==> src/rtl/shreg_pkg.sv <==
package shreg_pkg;

    typedef enum logic [1:0] {
        MODE_KEEP = 2'b00,
        MODE_UP   = 2'b01,
        MODE_DOWN = 2'b10,
        MODE_LOAD = 2'b11
    } shreg_mode_e;

endpackage

==> src/rtl/shreg_stage_mux.sv <==
module shreg_stage_mux
    import shreg_pkg::*;
#(
    parameter int WIDTH = 8
) (
    input  shreg_mode_e        mode,
    input  logic [WIDTH-1:0]   cur,
    input  logic [WIDTH-1:0]   pad_in,
    input  logic               ser_up,
    input  logic               ser_down,
    output logic [WIDTH-1:0]   nxt
);

    for (genvar i = 0; i < WIDTH; i++) begin : g_stage
        logic from_below;
        logic from_above;

        if (i == 0) begin : g_first
            assign from_below = ser_up;
        end else begin : g_mid_lo
            assign from_below = cur[i-1];
        end

        if (i == WIDTH - 1) begin : g_last
            assign from_above = ser_down;
        end else begin : g_mid_hi
            assign from_above = cur[i+1];
        end

        always_comb begin
            unique case (mode)
                MODE_KEEP: nxt[i] = cur[i];
                MODE_UP:   nxt[i] = from_below;
                MODE_DOWN: nxt[i] = from_above;
                MODE_LOAD: nxt[i] = pad_in[i];
                default:   nxt[i] = cur[i];
            endcase
        end
    end

endmodule

==> src/rtl/shreg_drive_ctl.sv <==
module shreg_drive_ctl
    import shreg_pkg::*;
(
    input  shreg_mode_e mode,
    input  logic        float_a,
    input  logic        float_b,
    output logic        drive_en
);

    logic load_sel;
    logic float_any;

    always_comb begin
        load_sel  = (mode == MODE_LOAD);
        float_any = float_a | float_b;
        drive_en  = !(load_sel || float_any);
    end

    // load mode always releases the pads
    always_comb begin
        if (mode == MODE_LOAD) begin
            a_r6_load_releases: assert (drive_en == 1'b0);
        end
    end

    // either float request releases the pads
    always_comb begin
        if (float_a || float_b) begin
            a_r7_float_releases: assert (drive_en == 1'b0);
        end
    end

endmodule

==> src/rtl/shreg_bidir.sv <==
module shreg_bidir
    import shreg_pkg::*;
#(
    parameter int WIDTH = 8
) (
    input  logic             clk,
    input  logic             clr_n,
    input  logic [1:0]       mode_sel,
    input  logic             float_a,
    input  logic             float_b,
    input  logic             ser_up,
    input  logic             ser_down,
    input  logic [WIDTH-1:0] pad_in,
    output logic [WIDTH-1:0] pad_out,
    output logic             pad_oe,
    output logic             tap_lo,
    output logic             tap_hi
);

    localparam int TOP = WIDTH - 1;

    typedef struct packed {
        logic [WIDTH-1:0] word;
    } state_t;

    state_t           state_d;
    state_t           state_q;
    shreg_mode_e      mode;
    logic [WIDTH-1:0] word_next;
    logic             drive_en;

    assign mode = shreg_mode_e'(mode_sel);

    shreg_stage_mux #(
        .WIDTH (WIDTH)
    ) u_mux (
        .mode     (mode),
        .cur      (state_q.word),
        .pad_in   (pad_in),
        .ser_up   (ser_up),
        .ser_down (ser_down),
        .nxt      (word_next)
    );

    shreg_drive_ctl u_drive (
        .mode     (mode),
        .float_a  (float_a),
        .float_b  (float_b),
        .drive_en (drive_en)
    );

    always_comb begin
        state_d      = state_q;
        state_d.word = word_next;
    end

    always_ff @(posedge clk or negedge clr_n) begin
        if (!clr_n) begin
            state_q <= '0;
        end else begin
            state_q <= state_d;
        end
    end

    assign pad_out = state_q.word;
    assign pad_oe  = drive_en;
    assign tap_lo  = state_q.word[0];
    assign tap_hi  = state_q.word[TOP];

    // taps read low whenever clear is held
    a_r1_clear_taps: assert property (@(posedge clk)
        !clr_n |-> (tap_lo == 1'b0 && tap_hi == 1'b0));

    // hold keeps the word
    a_r2_keep: assert property (@(posedge clk) disable iff (!clr_n)
        mode_sel == 2'b00 |=> $stable(pad_out));

    // upward shift takes the serial bit into stage 0
    a_r3_up_entry: assert property (@(posedge clk) disable iff (!clr_n)
        mode_sel == 2'b01 |=> tap_lo == $past(ser_up));

    // downward shift takes the serial bit into the top stage
    a_r4_down_entry: assert property (@(posedge clk) disable iff (!clr_n)
        mode_sel == 2'b10 |=> tap_hi == $past(ser_down));

    // load captures the pads
    a_r5_load: assert property (@(posedge clk) disable iff (!clr_n)
        mode_sel == 2'b11 |=> pad_out == $past(pad_in));

    // a float request does not freeze an upward shift
    a_r9_float_shift: assert property (@(posedge clk) disable iff (!clr_n)
        (mode_sel == 2'b01 && (float_a || float_b)) |=> tap_lo == $past(ser_up));

endmodule

==> config.mk <==
export PLATFORM = sky130hd
export DESIGN_NAME = shreg_bidir
export DESIGN_NICKNAME = d
export VERILOG_FILES = /design/src/rtl/shreg_pkg.sv /design/src/rtl/shreg_stage_mux.sv /design/src/rtl/shreg_drive_ctl.sv /design/src/rtl/shreg_bidir.sv
export SDC_FILE = /design/constraint.sdc
export NUM_CORES = 1
export LEC_CHECK = 0
export ABC_AREA = 1
export ABC_CLOCK_PERIOD_IN_PS = 800
export BUFFER_PORTS_ARGS = -buffer_cell sky130_fd_sc_hd__buf_2
export CAP_MARGIN = 40
export CORE_AREA = 2 2 42 44
export DETAILED_ROUTE_END_ITERATION = 6
export DIE_AREA = 0 0 44 46
export HOLD_SLACK_MARGIN = 0.08
export PLACE_DENSITY = 0.64
export SLEW_MARGIN = 5
export SYNTH_ARGS = -nofsm -noshare
export SYNTH_HDL_FRONTEND = slang
export SYNTH_SLANG_ARGS = --single-unit
export TNS_END_PERCENT = 5
==> constraint.sdc <==
create_clock -name clk -period 0.8 [get_ports clk]
set_input_delay 0.04 -clock clk [delete_from_list [all_inputs] [get_ports clk]]
set_output_delay 0.04 -clock clk [all_outputs]
set_load 0.01 [all_outputs]
==> run metrics, run 1 <==
Mapped Nets 93; clk_lat worst skew 0.26 ns; pwr dens 1610 nW/um^2; ANT nets after route 0; failing checks negative setup slack; Pins Over Slew Limit 0; Critical Path AT 0.88 ns; Finish-stage setup viols 11; I/O Buffers 26; Worst setup SP type register; Starting Density 0.356; Post-synth EDFFs 0; leakage 0.000448 uW; clock-pin slew on the worst setup and hold paths 0.06 ns; synthesized flop and latch total 8; Max-Cap Viols 0; DRC 0; status finished, violations left; clock sink count 8; H-Tree Depth 1; RSZ-0062 raised after global routing true; final hold violations 0; Async SR Flop Fraction 1.00; vias in the first global route 539; drt initial violations 17; Largest register FFs 8; pin count of the biggest net entering global routing 12; Layout area overhead 37.5%; IR drop worst, VDD 0.777 mV; Seq/Total Area, Yosys 0.349; biggest area consumer among synthesized cells dfrtp_1; Synth Cell Area 574 sq um; initial antenna violation count 0; Slew headroom 0.803; post-synth cell types 14; top-area cell type share of the netlist area 0.349; CP max-delay cell dfrtp_1; WS Path Type reg2out; Core Area 1610 sq um; Finished Cell Area 790 sq um; row count 15; multi-input logic area 293 sq um; Required @ worst endpoint 0.76 ns; Mapped Avg Cell Area 7.46 sq um; vias per inst 4.98; n_diodes 0; HP Class in2reg; Top FF cell, synth dfrtp_1; Final Cycle Share 1.15; GRT Residual Overflow 0; CTS tree yes; root buffer cell clkbuf_4; post-DR wirelength/cell 11.5 um; Num CTS Buffers 3; first-pass GRT wire length 2280 um; fmax 1090 MHz; critical path endpoint category primary output; CP most frequent cell buf_6; worst setup margin -0.119 ns; worst-path cell chain buf_6, buf_6; Max FO, Critical Path 2; nets@finish 129; HPWL Detailed 1080 um; Ys Warns 0; GRT Overall Usage 0.157; Routability Congestion 0.777; Total Power 1270 uW; Hold Slack 0.110 ns; Register Area 200 sq um; 1st-pass router iterations 4; Die Y 46 um; Tmin final 0.919 ns; Filler cells 164; Area after DPL 728 sq um; Worst path max stage delay 0.39 ns; Worst-Margin Slew 0.296 ns; Post-Route Skew 0.00174 ns; clock tree buffer depth 2; post-synthesis cell count 77; share of cells above drive strength 1 0.441; Chip Width 44 um; via count 638; top cells by area, synth dfrtp_1 (35%), nand2_1 (20%), nand3_1 (15%); IO Pins 27; Post-Route WL 1470 um; die area 2020 sq um
[placed cells by master, fill, tap and decap left out]
| master | n |
|---|---|
| nand2_1 | 30 |
| buf_2 | 24 |
| nand3_1 | 16 |
| dfrtp_1 | 8 |
| buf_4 | 8 |
| nand3_2 | 6 |
| nor2_1 | 4 |
| clkbuf_4 | 3 |
| buf_6 | 3 |
| inv_4 | 2 |
| inv_1 | 2 |
| inv_6 | 1 |
| o21ai_1 | 1 |
| nor2_4 | 1 |
| a21oi_2 | 1 |
| dlygate4sd3_1 | 1 |
[cells in the mapped netlist, types with 2 or more instances]
library cell and number:
nand3_1 17, nor2_1 4, buf_6 2, inv_1 2, inv_4 2, nand3_2 5, dfrtp_1 8, buf_4 2
nand2_1 30
[through the flow]
step | TNS (ns) | setup WS (ns) | util | cells
finish | -0.807 | -0.119 | 0.489 | 128
detailed placement | 0 | 0.00767 | 0.451 | 123
floorplan | 0 | 0.0131 | - | 77
global placement | 0 | 0.00701 | 0.451 | 123
global route | -1.45 | -0.151 | 0.489 | 128
CTS | -0.916 | -0.128 | 0.486 | 128
[final timing paths]
kind                       cells after the start  startpoint  slack (ns)          to
max in group asynchronous                      2       clr_n        0.45  pad_out[1]
min reg2reg                                    2  pad_out[1]        0.53  pad_out[1]
min in group asynchronous                      2       clr_n        0.17  pad_out[5]
min                                            5   pad_in[2]        0.11  pad_out[2]
max reg2reg                                    5  pad_out[7]       -0.08  pad_out[6]
max                                            2  pad_out[7]       -0.12      tap_hi
[power by group]
group	switching [uW]	internal [uW]	leakage, uW	total (uW)
registers	65.6	464	0.000100	530
clock network	147	172	0.0000138	319
logic	217	205	0.000333	422
[metal layers]
layer / share of wire / global-route usage / vias up / wire length, um
met5: 0 / 0 / - / 0
met4: 0.019 / 0.0909 / 0 / 28
met3: 0.076 / 0.0317 / 4 / 111
met2: 0.47 / 0.250 / 25 / 696
met1: 0.43 / 0.197 / 292 / 634
li1: - / - / 317 / -
[what timing repair did]
item                       CTS  global route
pin swaps                    0             9
setup endpoints to repair   10            18
hold endpoints to repair     8             0
hold buffers                 1             0
gates resized for setup      3             1
buffers inserted             1             0
[cell families after synthesis]
group	share of synthesized area
and+or+nand+nor	0.477
AOI/OAI and AO/OA	0.0240
buffers and inverters	0.150
DFF	0.349
[critical path: cells and delay by family (launching register included)]
family   cells  cell delay, ns
buf+inv      2            0.23
flops        1            0.39
[area by class of cell]
cell class                 count  share of cell area
sequential                     8               0.254
timing repair buffer          36               0.284
multi-input combinational     59               0.371
clock buffer                   3              0.0285
inverter                       5              0.0365
tap                           17              0.0269
No activity file was read; power rests on OpenSTA's default activity.
==> run 2: changes to the inputs <==
==> constraint.sdc (replaced) <==
create_clock -name clk -period 0.8 [get_ports clk]
set_input_delay 0.16 -clock clk [delete_from_list [all_inputs] [get_ports clk]]
set_output_delay 0.16 -clock clk [all_outputs]
set_load 0.01 [all_outputs]
==> run metrics, run 2 (synthesis gave the netlist of run 1 again) <==
Filler cells 174 (+6.1%); Max FO, Critical Path 2 (unchanged); Crit Reg-Reg Endpoint pad_out[5]; fmax 1030 MHz (-5.3%); pin count of the biggest net entering global routing 10 (-2); Inst Count DP 121 (-1.6%); H-Tree Depth 1 (unchanged); Area after DPL 713 sq um (-2.1%); HPWL Detailed 1060 um (-2.3%); GRT Residual Overflow 0 (unchanged); initial antenna violation count 0 (unchanged); critical path endpoint category primary output; via count 655 (+2.7%); commonest non-fill, non-tap cell in the layout nand2_1; Worst setup SP type register; share of cells above drive strength 1 0.466 (+0.0241); Slew headroom 0.860 (+0.0576); WS Path Type reg2out; status finished, violations left; drt initial violations 7 (-10); I/O Buffers 26 (unchanged); final setup TNS -2.14 ns (-1.34 ns); Stages on worst setup path 1 (-1); Required @ worst endpoint 0.64 ns (-0.12 ns); Num CTS Buffers 3 (unchanged); IR drop worst, VDD 0.809 mV (+4.2%); Crit path max-delay family flip-flops; Pins Over Slew Limit 0 (unchanged); Final Cycle Share 1.21 (+0.0639); n_diodes 0 (unchanged); GRT Overall Usage 0.187 (+0.0293); die area 2020 sq um (unchanged); Max-Cap Viols 0 (unchanged); Routability Congestion 0.745 (-4.2%); number of non-filler instances in the completed layout 133 (+3.9%); RSZ-0062 raised after global routing true; DRC 0 (unchanged); clock-pin slew on the worst setup and hold paths 0.06 ns (about the same); post-DR wirelength/cell 12.4 um (+7.6%); Critical Path AT 0.81 ns (-0.07 ns); vias per inst 4.92 (-1.2%); Die Y 46 um (unchanged); Starting Density 0.356 (unchanged); HP Class in2reg; worst setup margin -0.170 ns (-0.0511 ns); nets@finish 134 (+3.9%); Layout Utilization 0.512 (+0.0233); Hold Path Stages 4 (-1); clock tree buffer depth 2 (unchanged); Core Area 1610 sq um (unchanged); Tmin final 0.970 ns (+0.0511 ns); IO Pins 27 (unchanged); ANT nets after route 0 (unchanged); depth of the most critical reg-to-reg path 5 (unchanged); row count 15 (unchanged); failing checks negative setup slack; Chip Width 44 um (unchanged); Largest register FFs 8 (unchanged); worst hold path endpoint pad_out[0]; CTS tree yes; vias in the first global route 628 (+17%); 1st-pass router iterations 4 (unchanged); Layout area overhead 44.0%; most frequent cells in the layout nand2_1 (30), buf_2 (24), nand3_1 (16); Reg2Reg Launch Point pad_out[4]; leakage 0.000469 uW (+4.8%); final hold violations 0 (unchanged); Finished Cell Area 827 sq um (+4.8%); Post-Route WL 1640 um (+12%); Worst path max stage delay 0.40 ns (about the same); buffering stage count on the worst path with inverters included 1 (-1); worst-path cell chain buf_2; Worst-Margin Slew 0.209 ns (-0.0868 ns); pwr dens 1650 nW/um^2 (+2.3%); root buffer cell clkbuf_4; CP max-delay cell dfrtp_1; Finish-stage setup viols 18 (+7); clk_lat worst skew 0.27 ns (about the same); clock sink count 8 (unchanged); setup slack, reg-to-reg -0.11 ns (-0.03 ns); hold_sp mode_sel[1]; Post-Route Skew 0.00117 ns (-0.000568 ns); first-pass GRT wire length 2720 um (+19%)
==> run 2: routing by layer <==
layer	GRT usage	part of all wire	wire [um]	vias up
li1	-	-	-	331
met5	0	0	0	-
met1	0.234	0.42	689	285
met3	0.0238	0.075	123	9
met4	0.133	0.035	57	0
met2	0.294	0.47	774	30
==> run 2: worst min-delay path, stage by stage <==
cell and delay, ns:
buf_6 0.10, nor2_4 0.06, nand2_1 0.05, nand2_1 0.04
==> run 2: per-stage QoR <==
stage                     power [uW]  worst slack (ns)  hold WS [ns]
after global placement           905           -0.0772        0.0181
after detailed placement         911           -0.0840        0.0187
final                           1360            -0.170         0.186
after floorplan                  768            0.0131        -0.136
after global routing            1450            -0.199         0.224
after CTS                       1350            -0.160         0.188
==> run 2: area by class of cell <==
class,instances,area [sq um],area share
Clock buffer,3,22.5,0.0272
Inverter,5,28.8,0.0348
Multi-Input combinational cell,59,293,0.354
Sequential cell,8,200,0.242
Tap cell,17,21.3,0.0257
Timing Repair Buffer,41,262,0.316
==> run 2: timing repair <==
action | in CTS | in global routing
gates resized for setup | 5 | 1
hold endpoints to repair | 8 | 0
gates cloned | 0 | 0
pin swaps | 1 | 0
buffers inserted | 8 | 0
endpoints found under the setup margin | 12 | 18
hold buffers | 1 | 0
==> run 2: worst max path at each step <==
stage                      startpoint    endpoint  slack (ns)
after floorplan            pad_out[6]  pad_out[7]        0.01
after global placement    mode_sel[1]  pad_out[7]       -0.08
after detailed placement  mode_sel[1]  pad_out[7]       -0.08
after CTS                  pad_out[0]  pad_out[0]       -0.16
after global routing       pad_out[0]      tap_lo       -0.20
final                      pad_out[4]  pad_out[4]       -0.17
==> run 2: power by group <==
| group | switching, uW | internal [uW] | leakage (uW) |
|---|---|---|---|
| Sequential | 35.7 | 464 | 0.000100 |
| Clock | 167 | 174 | 0.0000138 |
| Combinational | 271 | 251 | 0.000355 |
| Total | 473 | 889 | 0.000469 |
==> run 3: changes to the inputs <==
--- a/config.mk
+++ b/config.mk
@@ -13,7 +13,7 @@
 export DETAILED_ROUTE_END_ITERATION = 6
 export DIE_AREA = 0 0 44 46
 export HOLD_SLACK_MARGIN = 0.08
-export PLACE_DENSITY = 0.64
+export PLACE_DENSITY = 0.66
 export SLEW_MARGIN = 5
 export SYNTH_ARGS = -nofsm -noshare
 export SYNTH_HDL_FRONTEND = slang
==> run metrics, run 3 (synthesis gave the netlist of run 1 again) <==
vias per inst 4.63 (-5.9%); Max FO, Critical Path 4 (+2); DRC 0 (unchanged); Crit path max-delay family flip-flops; failing checks negative setup slack; CP max-delay cell dfrtp_1; Total Power 1310 uW (-4.0%); Filler cells 161 (-7.5%); Chip Width 44 um (unchanged); nets@finish 135 (+0.75%); fmax 1050 MHz (+1.7%); Layout area overhead 45.8%; Core Area 1610 sq um (unchanged); Pins Over Slew Limit 0 (unchanged); 1st-pass router iterations 4 (unchanged); clock tree buffer depth 2 (unchanged); pin count of the biggest net entering global routing 10 (unchanged); WS Path Type reg2out; Required @ worst endpoint 0.64 ns (about the same); Post-Route WL 1420 um (-14%); GRT Residual Overflow 0 (unchanged); ANT nets after route 0 (unchanged); Slew headroom 0.884 (+0.0235); via count 621 (-5.2%); drt initial violations 6 (-1); critical path endpoint category primary output; clock sink count 8 (unchanged); initial antenna violation count 0 (unchanged); Worst path max stage delay 0.40 ns (about the same); Routability Congestion 0.739 (-0.71%); worst-path cell chain buf_2; share of cells above drive strength 1 0.462 (-0.00398); clock-pin slew on the worst setup and hold paths 0.05 ns (about the same); Tmin final 0.954 ns (-0.0162 ns); buffering stage count on the worst path with inverters included 1 (unchanged); Finish-stage setup viols 18 (unchanged); leakage 0.000475 uW (+1.3%); post-DR wirelength/cell 10.6 um (-14%); die area 2020 sq um (unchanged); HP Class in2reg; first-pass GRT wire length 2270 um (-16%); Layout Utilization 0.519 (+0.00620); I/O Buffers 26 (unchanged); Final Cycle Share 1.19 (-0.0203); commonest non-fill, non-tap cell in the layout nand2_1; IR drop worst, VDD 0.939 mV (+16%); final hold violations 0 (unchanged); Die Y 46 um (unchanged); CTS tree yes; worst setup margin -0.154 ns (+0.0162 ns); Worst setup SP type register; vias in the first global route 577 (-8.1%); Largest register FFs 8 (unchanged); Critical Path AT 0.79 ns (-0.02 ns); row count 15 (unchanged); Max-Cap Viols 0 (unchanged); H-Tree Depth 1 (unchanged); IO Pins 27 (unchanged); Worst-Margin Slew 0.175 ns (-0.0348 ns); status finished, violations left; Post-Route Skew 0.00216 ns (+0.000984 ns); GRT Overall Usage 0.159 (-0.0277); Starting Density 0.356 (unchanged); pwr dens 1560 nW/um^2 (-5.1%); RSZ-0062 raised after global routing true; clk_lat worst skew 0.25 ns (-0.02 ns); Num CTS Buffers 3 (unchanged); n_diodes 0 (unchanged); HPWL Detailed 1060 um (+0.10%); most frequent cells in the layout nand2_1 (30), buf_2 (24), nand3_1 (17); root buffer cell clkbuf_4
[run 3: cell count changes in the layout (fill, tap and decap cells not counted)]
cell	before	now
nand3_2	6	5
nand3_1	16	17
buf_4	13	12
buf_6	3	5
[run 3: area by class of cell]
type	count	area, sq um	area share
Sequential cell	8	200	0.239
Inverter	5	28.8	0.0344
Multi-Input combinational cell	59	288	0.344
Timing Repair Buffer	42	277	0.330
Clock buffer	3	22.5	0.0269
Tap cell	17	21.3	0.0254
[run 3: worst paths after layout]
path                       startpoint          to  slack [ns]  cells past startpoint
setup / recovery           pad_out[0]  pad_out[0]       -0.15                      1
hold / removal              pad_in[2]  pad_out[2]        0.25                      5
setup reg to reg           pad_out[1]  pad_out[0]       -0.10                      5
hold reg to reg            pad_out[0]  pad_out[0]        0.54                      2
max in group asynchronous       clr_n  pad_out[4]        0.36                      2
min in group asynchronous       clr_n  pad_out[3]        0.28                      2
[run 3: metal layers]
layer	track usage	vias up	wire [um]
li1	-	331	-
met3	0.0238	4	65
met5	0	-	0
met1	0.176	271	617
met2	0.271	15	699
met4	0.127	0	36
[run 3: where the power goes]
group | total, uW | switching (uW) | leakage [uW] | internal [uW]
clock | 287 | 117 | 0.0000138 | 170
sequential | 505 | 39.7 | 0.000100 | 465
combinational | 515 | 257 | 0.000361 | 258
[run 3: metrics by stage]
| stage | cell area [sq um] | TNS, ns | hold slack, ns | setup slack [ns] | cells |
|---|---|---|---|---|---|
| after floorplan | 574 | 0 | -0.136 | 0.0131 | 77 |
| after global placement | 728 | -0.546 | 0.00277 | -0.0737 | 123 |
| final | 837 | -1.84 | 0.246 | -0.154 | 134 |
| after global routing | 837 | -2.67 | 0.288 | -0.189 | 134 |
| after detailed placement | 728 | -0.539 | 0.00651 | -0.0801 | 123 |
| after CTS | 833 | -1.94 | 0.242 | -0.162 | 134 |
[run 3: repair_timing]
item                                    in CTS  in global routing
endpoints found under the hold margin        8                  0
hold buffers                                 1                  0
pin swaps                                    1                  0
setup buffers                                7                  0
resized for setup                            6                  1
endpoints found under the setup margin      12                 18
